[config.mk]
export PLATFORM = sky130hd
export DESIGN_NAME = mds_sched
export DESIGN_NICKNAME = d
export VERILOG_FILES = /design/src/rtl/mds_pkg.sv /design/src/rtl/mds_open_rows.sv /design/src/rtl/mds_queue.sv /design/src/rtl/mds_sched.sv
export SDC_FILE = /design/constraint.sdc
export NUM_CORES = 1
export LEC_CHECK = 0
export BUFFER_PORTS_ARGS = -buffer_cell sky130_fd_sc_hd__buf_2
export CORE_MARGIN = 2
export CORE_UTILIZATION = 40
export DETAILED_ROUTE_END_ITERATION = 10
export PLACE_DENSITY_LB_ADDON = 0.05
export SLEW_MARGIN = 15
export SYNTH_ARGS = -nofsm -noshare
export SYNTH_HDL_FRONTEND = slang
export SYNTH_SLANG_ARGS = --single-unit
[constraint.sdc]
create_clock -name clk -period 27.3 [get_ports clk]
set_input_delay 2.73 -clock clk [delete_from_list [all_inputs] [get_ports clk]]
set_output_delay 2.73 -clock clk [all_outputs]
set_load 0.005 [all_outputs]
[src/rtl/mds_pkg.sv]
package mds_pkg;

  typedef enum logic [2:0] {
    WC_ALL_HIT     = 3'd0,
    WC_MOSTLY_HIT  = 3'd1,
    WC_BALANCED    = 3'd2,
    WC_MOSTLY_MISS = 3'd3,
    WC_ALL_MISS    = 3'd4
  } warp_class_e;

  // Classes at or below mostly-hit are served from the high queue.
  function automatic logic class_is_high(input logic [2:0] cls);
    return cls <= WC_MOSTLY_HIT;
  endfunction

endpackage

[src/rtl/mds_open_rows.sv]
module mds_open_rows #(
  parameter int BANKS = 4,
  parameter int ROW_W = 8,
  localparam int BANK_W = $clog2(BANKS)
) (
  input  logic              clk,
  input  logic              rst,
  input  logic              upd,
  input  logic [BANK_W-1:0] upd_bank,
  input  logic [ROW_W-1:0]  upd_row,
  output logic [BANKS-1:0]  open_vld,
  output logic [ROW_W-1:0]  open_row [BANKS]
);

  for (genvar b = 0; b < BANKS; b++) begin : g_bank
    always_ff @(posedge clk) begin
      if (rst) begin
        open_vld[b] <= 1'b0;
        open_row[b] <= '0;
      end else if (upd && (upd_bank == BANK_W'(b))) begin
        open_vld[b] <= 1'b1;
        open_row[b] <= upd_row;
      end
    end
  end

endmodule

[src/rtl/mds_queue.sv]
module mds_queue #(
  parameter int DEPTH = 8,
  parameter int BANKS = 4,
  parameter int ROW_W = 8,
  parameter int COL_W = 6,
  parameter int SEQ_W = 8,
  localparam int BANK_W = $clog2(BANKS),
  localparam int IDX_W  = $clog2(DEPTH),
  localparam int CNT_W  = $clog2(DEPTH + 1)
) (
  input  logic              clk,
  input  logic              rst,
  input  logic              enq,
  input  logic [BANK_W-1:0] enq_bank,
  input  logic [ROW_W-1:0]  enq_row,
  input  logic [COL_W-1:0]  enq_col,
  input  logic              pop,
  input  logic [BANKS-1:0]  open_vld,
  input  logic [ROW_W-1:0]  open_row [BANKS],
  output logic              full,
  output logic              empty,
  output logic [CNT_W-1:0]  level,
  output logic [BANK_W-1:0] sel_bank,
  output logic [ROW_W-1:0]  sel_row,
  output logic [COL_W-1:0]  sel_col,
  output logic              sel_hit
);

  logic [DEPTH-1:0]  vld;
  logic [DEPTH-1:0]  hit_vec;
  logic [BANK_W-1:0] e_bank [DEPTH];
  logic [ROW_W-1:0]  e_row  [DEPTH];
  logic [COL_W-1:0]  e_col  [DEPTH];
  logic [SEQ_W-1:0]  e_seq  [DEPTH];
  logic [SEQ_W-1:0]  next_seq;
  logic [IDX_W-1:0]  free_idx;
  logic [IDX_W-1:0]  best_idx;
  logic              best_hit;
  logic              found;

  // a arrived before b when the wrapped difference is negative
  function automatic logic seq_before(input logic [SEQ_W-1:0] a,
                                      input logic [SEQ_W-1:0] b);
    logic [SEQ_W-1:0] d;
    d = a - b;
    return d[SEQ_W-1];
  endfunction

  always_comb begin
    free_idx = '0;
    for (int i = DEPTH - 1; i >= 0; i--)
      if (!vld[i]) free_idx = IDX_W'(i);
  end

  always_ff @(posedge clk) begin
    if (enq) begin
      e_bank[free_idx] <= enq_bank;
      e_row[free_idx]  <= enq_row;
      e_col[free_idx]  <= enq_col;
      e_seq[free_idx]  <= next_seq;
    end
  end

  always_ff @(posedge clk) begin
    if (rst) begin
      vld      <= '0;
      level    <= '0;
      next_seq <= '0;
    end else begin
      if (pop) vld[best_idx] <= 1'b0;
      if (enq) begin
        vld[free_idx] <= 1'b1;
        next_seq      <= next_seq + 1'b1;
      end
      level <= level + CNT_W'(enq) - CNT_W'(pop);
    end
  end

  for (genvar i = 0; i < DEPTH; i++) begin : g_hit
    assign hit_vec[i] = open_vld[e_bank[i]] && (open_row[e_bank[i]] == e_row[i]);
  end

  always_comb begin
    found    = 1'b0;
    best_idx = '0;
    best_hit = 1'b0;
    for (int i = 0; i < DEPTH; i++) begin
      if (vld[i]) begin
        if (!found || (hit_vec[i] && !best_hit) ||
            ((hit_vec[i] == best_hit) && seq_before(e_seq[i], e_seq[best_idx]))) begin
          found    = 1'b1;
          best_idx = IDX_W'(i);
          best_hit = hit_vec[i];
        end
      end
    end
  end

  assign full     = (level == CNT_W'(DEPTH));
  assign empty    = (level == '0);
  assign sel_bank = e_bank[best_idx];
  assign sel_row  = e_row[best_idx];
  assign sel_col  = e_col[best_idx];
  assign sel_hit  = best_hit;

endmodule

[src/rtl/mds_sched.sv]
module mds_sched
  import mds_pkg::*;
#(
  parameter int BANKS = 4,
  parameter int ROW_W = 8,
  parameter int COL_W = 6,
  parameter int DEPTH = 8,
  parameter int SEQ_W = 8,
  localparam int BANK_W = $clog2(BANKS),
  localparam int CNT_W  = $clog2(DEPTH + 1)
) (
  input  logic              clk,
  input  logic              rst,
  input  logic              in_valid,
  output logic              in_ready,
  input  logic [2:0]        in_class,
  input  logic [BANK_W-1:0] in_bank,
  input  logic [ROW_W-1:0]  in_row,
  input  logic [COL_W-1:0]  in_col,
  output logic              issue_valid,
  input  logic              issue_ready,
  output logic [BANK_W-1:0] issue_bank,
  output logic [ROW_W-1:0]  issue_row,
  output logic [COL_W-1:0]  issue_col,
  output logic              issue_hit,
  output logic              issue_high
);

  localparam int NQ = 2;  // index 0 = high queue, 1 = low queue

  logic              cls_hi;
  logic [NQ-1:0]     q_enq, q_pop, q_full, q_empty, q_hit;
  logic [BANK_W-1:0] q_bank [NQ];
  logic [ROW_W-1:0]  q_row  [NQ];
  logic [COL_W-1:0]  q_col  [NQ];
  logic [CNT_W-1:0]  q_level [NQ];
  logic [BANKS-1:0]  open_vld;
  logic [ROW_W-1:0]  open_row [BANKS];
  logic              out_free, load, pick_lo;

  assign cls_hi   = class_is_high(in_class);
  assign in_ready = cls_hi ? !q_full[0] : !q_full[1];
  assign q_enq[0] = in_valid && cls_hi && !q_full[0];
  assign q_enq[1] = in_valid && !cls_hi && !q_full[1];

  assign out_free = !issue_valid || issue_ready;
  assign pick_lo  = q_empty[0];
  assign load     = out_free && !(&q_empty);
  assign q_pop[0] = load && !pick_lo;
  assign q_pop[1] = load && pick_lo;

  for (genvar q = 0; q < NQ; q++) begin : g_q
    mds_queue #(
      .DEPTH(DEPTH), .BANKS(BANKS), .ROW_W(ROW_W), .COL_W(COL_W), .SEQ_W(SEQ_W)
    ) u_q (
      .clk      (clk),
      .rst      (rst),
      .enq      (q_enq[q]),
      .enq_bank (in_bank),
      .enq_row  (in_row),
      .enq_col  (in_col),
      .pop      (q_pop[q]),
      .open_vld (open_vld),
      .open_row (open_row),
      .full     (q_full[q]),
      .empty    (q_empty[q]),
      .level    (q_level[q]),
      .sel_bank (q_bank[q]),
      .sel_row  (q_row[q]),
      .sel_col  (q_col[q]),
      .sel_hit  (q_hit[q])
    );
  end

  mds_open_rows #(.BANKS(BANKS), .ROW_W(ROW_W)) u_rows (
    .clk      (clk),
    .rst      (rst),
    .upd      (load),
    .upd_bank (q_bank[pick_lo]),
    .upd_row  (q_row[pick_lo]),
    .open_vld (open_vld),
    .open_row (open_row)
  );

  always_ff @(posedge clk) begin
    if (rst) begin
      issue_valid <= 1'b0;
      issue_bank  <= '0;
      issue_row   <= '0;
      issue_col   <= '0;
      issue_hit   <= 1'b0;
      issue_high  <= 1'b0;
    end else if (load) begin
      issue_valid <= 1'b1;
      issue_bank  <= q_bank[pick_lo];
      issue_row   <= q_row[pick_lo];
      issue_col   <= q_col[pick_lo];
      issue_hit   <= q_hit[pick_lo];
      issue_high  <= !pick_lo;
    end else if (issue_ready) begin
      issue_valid <= 1'b0;
    end
  end

endmodule

==> results of run 1 <==
power breakdown:
| part | switching [mW] | leakage (nW) | internal, mW |
|---|---|---|---|
| Clock | 0.325 | 0.975 | 0.476 |
| Sequential | 0.0347 | 4.28 | 0.838 |
| Combinational | 0.538 | 6.98 | 0.356 |
| Total | 0.897 | 12.2 | 1.67 |
registers in the layout (all words and copies together), names as in the netlist:
register / count
g_q.u_q.e_bank: 32
g_q.u_q.e_col: 96
g_q.u_q.e_row: 128
g_q.u_q.e_seq: 128
g_q.u_q.level: 8
g_q.u_q.next_seq: 16
g_q.u_q.vld: 16
issue_bank: 2
issue_col: 6
issue_high: 1
issue_hit: 1
issue_row: 8
issue_valid: 1
u_rows.open_row: 32
u_rows.open_vld: 4
worst reg2reg max path, delay by kind of cell, from the launching register on:
family / cells / cell delay, ps
mux: 9 / 2990
compound gates: 37 / 9210
flops: 1 / 780
buf+inv: 5 / 1310
xor+xnor: 3 / 740
fa+ha+maj: 7 / 2190
simple gates: 30 / 6960
worst max-delay path by stage:
stage / slack [ps] / cells after the start / from / endpoint
3_3_place_gp: 3650 / 90 / g_q[0].u_q.e_bank[0][0] / issue_col[2]
2_1_floorplan: 6970 / 96 / g_q[0].u_q.e_bank[0][0] / issue_col[1]
6_report: 2960 / 91 / g_q[0].u_q.e_bank[0][0] / issue_col[1]
3_5_place_dp: 3270 / 91 / g_q[0].u_q.e_bank[0][0] / issue_col[1]
4_1_cts: 3220 / 91 / g_q[0].u_q.e_bank[0][0] / issue_col[1]
5_1_grt: 1180 / 90 / g_q[0].u_q.e_bank[0][0] / issue_col[2]
placed cells by master, fill, tap and decap left out, types with 10 or more instances in the layout:
| master | synthesis | routed |
|---|---|---|
| sky130_fd_sc_hd__clkbuf_16 | 0 | 62 |
| sky130_fd_sc_hd__nor2b_1 | 36 | 36 |
| sky130_fd_sc_hd__clkbuf_8 | 0 | 12 |
| sky130_fd_sc_hd__a211oi_2 | 10 | 10 |
| sky130_fd_sc_hd__dfxtp_1 | 95 | 95 |
| sky130_fd_sc_hd__nand2b_1 | 17 | 17 |
| sky130_fd_sc_hd__a211oi_1 | 44 | 44 |
| sky130_fd_sc_hd__and2_1 | 16 | 16 |
| sky130_fd_sc_hd__mux4_2 | 144 | 144 |
| sky130_fd_sc_hd__o21a_1 | 20 | 20 |
| sky130_fd_sc_hd__mux2i_1 | 85 | 85 |
| sky130_fd_sc_hd__inv_1 | 76 | 73 |
| sky130_fd_sc_hd__ha_1 | 112 | 112 |
| sky130_fd_sc_hd__clkbuf_1 | 131 | 17 |
| sky130_fd_sc_hd__xor2_1 | 81 | 81 |
| sky130_fd_sc_hd__a32oi_1 | 14 | 14 |
| sky130_fd_sc_hd__and3_1 | 18 | 18 |
| sky130_fd_sc_hd__nor3_1 | 41 | 41 |
| sky130_fd_sc_hd__o21ai_0 | 108 | 108 |
| sky130_fd_sc_hd__edfxtp_1 | 384 | 384 |
| sky130_fd_sc_hd__o211ai_1 | 11 | 11 |
| sky130_fd_sc_hd__nor2_1 | 182 | 173 |
| sky130_fd_sc_hd__o21ai_1 | 11 | 11 |
| sky130_fd_sc_hd__nor4_1 | 23 | 23 |
| sky130_fd_sc_hd__a221oi_1 | 23 | 23 |
| sky130_fd_sc_hd__nand4_1 | 42 | 42 |
| sky130_fd_sc_hd__buf_2 | 14 | 40 |
| sky130_fd_sc_hd__a21o_1 | 30 | 30 |
| sky130_fd_sc_hd__nand2_1 | 309 | 309 |
| sky130_fd_sc_hd__buf_4 | 7 | 95 |
| sky130_fd_sc_hd__a31oi_1 | 24 | 23 |
| sky130_fd_sc_hd__mux2_2 | 33 | 33 |
| sky130_fd_sc_hd__nand3_1 | 74 | 73 |
| sky130_fd_sc_hd__a21oi_1 | 170 | 169 |
| sky130_fd_sc_hd__o31ai_1 | 10 | 10 |
| sky130_fd_sc_hd__xnor2_1 | 75 | 75 |
cell families (layout without fill, tap and decap cells):
family,after synthesis,count (layout),share of synthesized area
mux,272,272,0.154
simple gates,811,811,0.128
fa+ha+maj,114,114,0.0482
compound gates,612,612,0.140
flops,479,479,0.449
buf+inv,250,321,0.0334
xor+xnor,160,160,0.0481
area by class of cell:
class                      instances  area share
inverter                          78     0.00877
sequential                       479       0.402
tap                              969      0.0363
clock buffer                      91      0.0533
clock inverter                    17     0.00633
timing repair buffer             135      0.0274
multi-input combinational       1969       0.465
metal layers:
metal  up-vias  global-route usage  wire length, um
li1      10400                   -                -
met4         0              0.0877             3540
met2       975               0.443            49400
met1     11700               0.370            45000
met5         -                   0                0
met3       203              0.0487             8320
==> flow_results.xml, run 1 <==
<?xml version="1.0" encoding="UTF-8"?>
<metrics>
  <group name="synthesis">
    <metric name="synth_most_common_cell" unit="">sky130_fd_sc_hd__edfxtp_1</metric>
    <metric name="synth_top_area_share" unit="">0.385</metric>
    <metric name="synth.avg_cell_area" unit="um^2">11.1</metric>
    <metric name="count_of_flip_flops_with_a_built_in_enable_after_synthesis" unit="">384</metric>
    <metric name="post_synth_top_cells" unit="">sky130_fd_sc_hd__edfxtp_1 (384), sky130_fd_sc_hd__nand2_1 (309), sky130_fd_sc_hd__nor2_1 (182)</metric>
    <metric name="synth-main-ff-cell" unit="">sky130_fd_sc_hd__edfxtp_1</metric>
    <metric name="syn-num-nets" unit="">2835</metric>
    <metric name="ys_top_cells_by_area" unit="">sky130_fd_sc_hd__edfxtp_1 (39%), sky130_fd_sc_hd__mux4_2 (11%), sky130_fd_sc_hd__dfxtp_1 (6.4%)</metric>
    <metric name="async_flop_share" unit="">0</metric>
    <metric name="synthDominantAreaCellType" unit="">sky130_fd_sc_hd__edfxtp_1</metric>
    <metric name="yosys_warnings" unit="">0</metric>
    <metric name="synthDistinctLibCells" unit="">108</metric>
    <metric name="sequential_to_total_area_share_from_yosys_stat" unit="">0.449</metric>
    <metric name="syn_inst" unit="">2698</metric>
    <metric name="synth-seq-cells" unit="">479</metric>
    <metric name="total_standard_cell_area_after_synthesis" unit="um^2">29900</metric>
  </group>
  <group name="critical_path">
    <metric name="cp_slowest_cell" unit="">sky130_fd_sc_hd__a2111oi_0</metric>
    <metric name="worst_path_most_repeated_cell" unit="">sky130_fd_sc_hd__a21oi_1</metric>
    <metric name="critical_path.endpoint_type" unit="">flop</metric>
    <metric name="reg2reg_setup_slack" unit="ps">2960</metric>
    <metric name="timing.critical_path.from_type" unit="">flop</metric>
    <metric name="cp_slowest_stage_delay" unit="ps">920</metric>
    <metric name="worst_r2r_path_depth" unit="">91</metric>
    <metric name="timing.rr.end" unit="">issue_col[1]</metric>
    <metric name="worst-path-max-fanout" unit="">45</metric>
    <metric name="criticalPathCategory" unit="">reg2reg</metric>
    <metric name="regToRegStartpoint" unit="">g_q[0].u_q.e_bank[0][0]</metric>
    <metric name="timing.critical_path.max_delay_family" unit="">compound AO/OA/AOI/OAI gates</metric>
    <metric name="buffers_inverters_on_critical_path" unit="">5</metric>
    <metric name="worstPathArrival" unit="ps">24840</metric>
    <metric name="critical_path_required" unit="ps">27790</metric>
  </group>
  <group name="flow_run">
    <metric name="max-cap-violations" unit="">0</metric>
  </group>
  <group name="min_path">
    <metric name="worst_hold_startpoint" unit="">issue_bank[0]</metric>
    <metric name="min_to" unit="">issue_bank[0]</metric>
    <metric name="hp-class" unit="">reg2reg</metric>
    <metric name="timing.hold.worst_path_depth" unit="">2</metric>
  </group>
  <group name="timing">
    <metric name="timing_hold_violations_final" unit="">0</metric>
    <metric name="rsz0062_at_grt" unit="">no</metric>
    <metric name="final.period_utilization" unit="">0.892</metric>
    <metric name="maxSlewViolCount" unit="">0</metric>
    <metric name="maxClockFrequency" unit="MHz">41.1</metric>
    <metric name="final.setup_skew" unit="ps">24.4</metric>
    <metric name="finalHoldWorstSlack" unit="ps">452</metric>
    <metric name="final-setup-viol-count" unit="">0</metric>
    <metric name="timing.final.ws_setup" unit="ps">2960</metric>
    <metric name="tightestPinTransition" unit="ps">1220</metric>
    <metric name="setup-tns-final" unit="ps">0</metric>
    <metric name="slew-limit-headroom" unit="">0.187</metric>
    <metric name="period_minus_slack" unit="ps">24340</metric>
  </group>
  <group name="power">
    <metric name="vdd_ir_drop_max" unit="mV">0.0465</metric>
    <metric name="pwr_density_cell" unit="nW/um^2">76.9</metric>
    <metric name="totalPowerFinal" unit="mW">2.57</metric>
    <metric name="p_leak" unit="nW">12.2</metric>
  </group>
  <group name="layout">
    <metric name="filler_cell_count" unit="">6914</metric>
    <metric name="multi_input_area" unit="um^2">15500</metric>
    <metric name="flow.area_growth_from_synthesis" unit="%">11.6</metric>
    <metric name="layout.area.seq" unit="um^2">13400</metric>
    <metric name="layout-drive-gt1-share" unit="">0.170</metric>
    <metric name="layoutNonFillerInstCount" unit="">3738</metric>
    <metric name="final_util" unit="">0.450</metric>
    <metric name="insertedDiodeCount" unit="">0</metric>
    <metric name="final_nets" unit="">2857</metric>
    <metric name="fin_area" unit="um^2">33400</metric>
  </group>
  <group name="grt">
    <metric name="combined_global_route_utilization_of_all_metal_layers" unit="">0.273</metric>
    <metric name="grt_pass1_vias" unit="">23000</metric>
    <metric name="grt.overflow.total" unit="">0</metric>
    <metric name="grt_antenna_before_repair" unit="">2</metric>
    <metric name="wire_length_of_the_first_global_routing_pass" unit="mm">155</metric>
    <metric name="grt_max_degree" unit="">54</metric>
  </group>
  <group name="place">
    <metric name="detailed_place_hpwl" unit="mm">71.9</metric>
    <metric name="dpl-instance-area" unit="um^2">31400</metric>
    <metric name="gp_routability_congestion" unit="">0.904</metric>
    <metric name="placement.setup.worst_slack" unit="ps">3270</metric>
    <metric name="dp_cells" unit="">3630</metric>
    <metric name="placement.io_buffers" unit="">41</metric>
  </group>
  <group name="clock_tree">
    <metric name="cts_hold_buffers" unit="">0</metric>
    <metric name="cts-htree-levels" unit="">2</metric>
    <metric name="clkLatencyLatePin" unit="ps">650</metric>
    <metric name="cts.sinks" unit="">479</metric>
    <metric name="clk_pin_slew" unit="ps">60</metric>
    <metric name="post_cts.repair.setup_buffers" unit="">0</metric>
    <metric name="clk_path_buf_depth" unit="">3</metric>
    <metric name="tritoncts" unit="">done</metric>
    <metric name="cts-buffers-inserted" unit="">57</metric>
    <metric name="buffer_cell_driving_the_clock_tree_root" unit="">sky130_fd_sc_hd__clkbuf_16</metric>
    <metric name="cts_repair_resize_count" unit="">0</metric>
  </group>
  <group name="routing">
    <metric name="antenna_violating_nets_post_route" unit="">0</metric>
    <metric name="detail_route.iter0.violations" unit="">2332</metric>
    <metric name="drt-pass1-iter-count" unit="">6</metric>
    <metric name="routedWlPerCell" unit="um">28.4</metric>
    <metric name="detail_route.drc_violations" unit="">0</metric>
    <metric name="via_count" unit="">23200</metric>
    <metric name="drt-total-wl" unit="mm">106</metric>
    <metric name="viasPerCell" unit="">6.22</metric>
  </group>
  <group name="floorplanning">
    <metric name="die_y" unit="um">278</metric>
    <metric name="floorplan.io_pins" unit="">43</metric>
    <metric name="chipWidth" unit="um">278</metric>
    <metric name="initial_core_util" unit="">0.403</metric>
    <metric name="design.core.area" unit="um^2">74200</metric>
    <metric name="design.die.area" unit="um^2">77000</metric>
    <metric name="fp-row-count" unit="">100</metric>
  </group>
  <group name="run_status">
    <metric name="status" unit="">finished clean</metric>
  </group>
</metrics>
No activity file was read; power rests on OpenSTA's default activity.
==> run 2: changes to the inputs <==
--- a/config.mk
+++ b/config.mk
@@ -5,9 +5,9 @@
 export SDC_FILE = /design/constraint.sdc
 export NUM_CORES = 1
 export LEC_CHECK = 0
-export BUFFER_PORTS_ARGS = -buffer_cell sky130_fd_sc_hd__buf_2
+export BUFFER_PORTS_ARGS = -buffer_cell sky130_fd_sc_hd__buf_4
 export CORE_MARGIN = 2
-export CORE_UTILIZATION = 40
+export CORE_UTILIZATION = 45
 export DETAILED_ROUTE_END_ITERATION = 10
 export PLACE_DENSITY_LB_ADDON = 0.05
 export SLEW_MARGIN = 15
==> flow_results.xml, run 2 (synthesis results as in run 1) <==
<?xml version="1.0" encoding="UTF-8"?>
<metrics>
  <group name="floorplanning">
    <metric name="design.die.area" unit="um^2">68600</metric>
    <metric name="design.core.area" unit="um^2">65700</metric>
    <metric name="die_y" unit="um">262</metric>
    <metric name="floorplan.io_pins" unit="">43</metric>
    <metric name="chipWidth" unit="um">262</metric>
    <metric name="initial_core_util" unit="">0.455</metric>
    <metric name="fp-row-count" unit="">94</metric>
  </group>
  <group name="run_status">
    <metric name="status" unit="">finished clean</metric>
  </group>
  <group name="routing">
    <metric name="antenna_violating_nets_post_route" unit="">0</metric>
    <metric name="via_count" unit="">23400</metric>
    <metric name="drt-pass1-iter-count" unit="">7</metric>
    <metric name="detail_route.iter0.violations" unit="">2526</metric>
    <metric name="drt-total-wl" unit="mm">103</metric>
    <metric name="viasPerCell" unit="">6.44</metric>
    <metric name="routedWlPerCell" unit="um">28.4</metric>
    <metric name="detail_route.drc_violations" unit="">0</metric>
  </group>
  <group name="timing">
    <metric name="final.period_utilization" unit="">0.899</metric>
    <metric name="maxClockFrequency" unit="MHz">40.7</metric>
    <metric name="final-setup-viol-count" unit="">0</metric>
    <metric name="setup-tns-final" unit="ps">0</metric>
    <metric name="timing_hold_violations_final" unit="">0</metric>
    <metric name="final.setup_skew" unit="ps">36.7</metric>
    <metric name="maxSlewViolCount" unit="">0</metric>
    <metric name="slew-limit-headroom" unit="">0.164</metric>
    <metric name="finalHoldWorstSlack" unit="ps">458</metric>
    <metric name="tightestPinTransition" unit="ps">1250</metric>
    <metric name="rsz0062_at_grt" unit="">no</metric>
    <metric name="period_minus_slack" unit="ps">24540</metric>
  </group>
  <group name="layout">
    <metric name="flow.area_growth_from_synthesis" unit="%">11.4</metric>
    <metric name="final_nets" unit="">2857</metric>
    <metric name="biggestRegsByFlops" unit="">g_q.u_q.e_row (128), g_q.u_q.e_seq (128), g_q.u_q.e_col (96)</metric>
    <metric name="layout.cells.most_common" unit="">sky130_fd_sc_hd__edfxtp_1</metric>
    <metric name="layout-drive-gt1-share" unit="">0.171</metric>
    <metric name="insertedDiodeCount" unit="">0</metric>
    <metric name="final_cell_mix" unit="">sky130_fd_sc_hd__edfxtp_1 (384), sky130_fd_sc_hd__nand2_1 (309), sky130_fd_sc_hd__nor2_1 (173)</metric>
    <metric name="filler_cell_count" unit="">5822</metric>
  </group>
  <group name="critical_path">
    <metric name="worst-path-max-fanout" unit="">45</metric>
    <metric name="worst_path_most_repeated_cell" unit="">sky130_fd_sc_hd__a21oi_1</metric>
    <metric name="criticalPathCategory" unit="">reg2reg</metric>
    <metric name="timing.rr.end" unit="">u_rows.open_row[18]</metric>
    <metric name="worst_r2r_path_depth" unit="">92</metric>
    <metric name="critical_path.endpoint_type" unit="">flop</metric>
    <metric name="cp_slowest_stage_delay" unit="ps">870</metric>
    <metric name="cp_slowest_cell" unit="">sky130_fd_sc_hd__a2111oi_0</metric>
    <metric name="regToRegStartpoint" unit="">g_q[0].u_q.e_bank[0][0]</metric>
    <metric name="critical_path_required" unit="ps">27840</metric>
    <metric name="timing.critical_path.from_type" unit="">flop</metric>
    <metric name="reg2reg_setup_slack" unit="ps">2760</metric>
    <metric name="worstPathArrival" unit="ps">25080</metric>
  </group>
  <group name="grt">
    <metric name="wire_length_of_the_first_global_routing_pass" unit="mm">151</metric>
    <metric name="grt.overflow.total" unit="">0</metric>
    <metric name="grt_pass1_vias" unit="">22800</metric>
    <metric name="combined_global_route_utilization_of_all_metal_layers" unit="">0.301</metric>
    <metric name="grt_max_degree" unit="">63</metric>
    <metric name="grt_antenna_before_repair" unit="">0</metric>
  </group>
  <group name="clock_tree">
    <metric name="cts-buffers-inserted" unit="">57</metric>
    <metric name="cts_hold_buffers" unit="">0</metric>
    <metric name="clk_pin_slew" unit="ps">60</metric>
    <metric name="clk_path_buf_depth" unit="">3</metric>
    <metric name="post_cts.repair.setup_buffers" unit="">0</metric>
    <metric name="clkLatencyLatePin" unit="ps">650</metric>
    <metric name="cts-htree-levels" unit="">2</metric>
    <metric name="cts_repair_resize_count" unit="">0</metric>
    <metric name="buffer_cell_driving_the_clock_tree_root" unit="">sky130_fd_sc_hd__clkbuf_16</metric>
    <metric name="tritoncts" unit="">done</metric>
    <metric name="cts.sinks" unit="">479</metric>
  </group>
  <group name="place">
    <metric name="gp_routability_congestion" unit="">0.899</metric>
    <metric name="placement.io_buffers" unit="">41</metric>
    <metric name="detailed_place_hpwl" unit="mm">69.6</metric>
  </group>
  <group name="power">
    <metric name="vdd_ir_drop_max" unit="mV">0.0559</metric>
    <metric name="totalPowerFinal" unit="mW">2.57</metric>
    <metric name="pwr_density_cell" unit="nW/um^2">77.0</metric>
    <metric name="p_leak" unit="nW">12.3</metric>
  </group>
  <group name="min_path">
    <metric name="min_to" unit="">issue_bank[0]</metric>
    <metric name="hp-class" unit="">reg2reg</metric>
    <metric name="worst_hold_startpoint" unit="">issue_bank[0]</metric>
    <metric name="timing.hold.worst_path_depth" unit="">2</metric>
  </group>
  <group name="flow_run">
    <metric name="max-cap-violations" unit="">0</metric>
  </group>
</metrics>
## run 2: cell types whose count changed in the layout (fill, tap and decap cells not counted), sizes merged
cell      before  now
clkbuf        91   80
inv           75   79
bufinv         3    5
clkinv        16   17
clkinvlp       1    2
## run 2: how the worst max path moves through the flow
| stage | start | to | depth (start not counted) |
|---|---|---|---|
| after floorplan | g_q[0].u_q.e_bank[0][0] | issue_col[1] | 96 |
| after global placement | g_q[0].u_q.e_bank[0][0] | issue_col[5] | 90 |
| after detailed placement | g_q[0].u_q.e_bank[0][0] | issue_col[5] | 92 |
| after CTS | g_q[0].u_q.e_bank[0][0] | issue_col[5] | 91 |
| after global routing | g_q[0].u_q.e_bank[0][0] | issue_col[5] | 92 |
| final | g_q[0].u_q.e_bank[0][0] | u_rows.open_row[18] | 92 |
## run 2: report_power, final
part	leakage (nW)	switching, mW	internal [mW]
registers	4.28	0.0402	0.838
clock network	0.974	0.321	0.481
logic	7.02	0.526	0.361
## run 2: metrics by stage
stage                      util  area (um^2)  setup slack [ps]  std cells
after floorplan               -        29900              6970       2698
after global placement    0.477        31400              3420       3525
after detailed placement  0.477        31400              3080       3525
after CTS                 0.507        33300              2980       3630
after global routing      0.507        33300               778       3630
final                     0.507        33300              2760       3630
## run 2: final cells by class
| cell class | count | area, um^2 | area share |
|---|---|---|---|
| inverters | 78 | 293 | 0.00878 |
| multi-input cells | 1969 | 15500 | 0.466 |
| clock buffers | 80 | 1700 | 0.0510 |
| repair buffers | 135 | 1010 | 0.0304 |
| clock inverters | 25 | 283 | 0.00848 |
| flip-flops and latches | 479 | 13400 | 0.403 |
| well taps | 864 | 1080 | 0.0324 |
## run 2: layer usage
layer / part of all wire / global-route usage / vias to the layer above
met5: 0 / 0 / -
met4: 0.033 / 0.0974 / 0
met3: 0.086 / 0.0523 / 222
met2: 0.47 / 0.491 / 1107
met1: 0.41 / 0.410 / 11700
li1: - / - / 10400
## run 2: worst max-delay path, delay by kind of cell, from the launching register on
kind / cells / cell delay, ps
AOI/OAI and AO/OA: 37 / 9750
and+or+nand+nor: 30 / 6340
muxes: 9 / 3080
adders and majority gates: 7 / 2250
buffers and inverters: 6 / 1570
DFF: 1 / 790
xor gates and xnor gates: 3 / 590
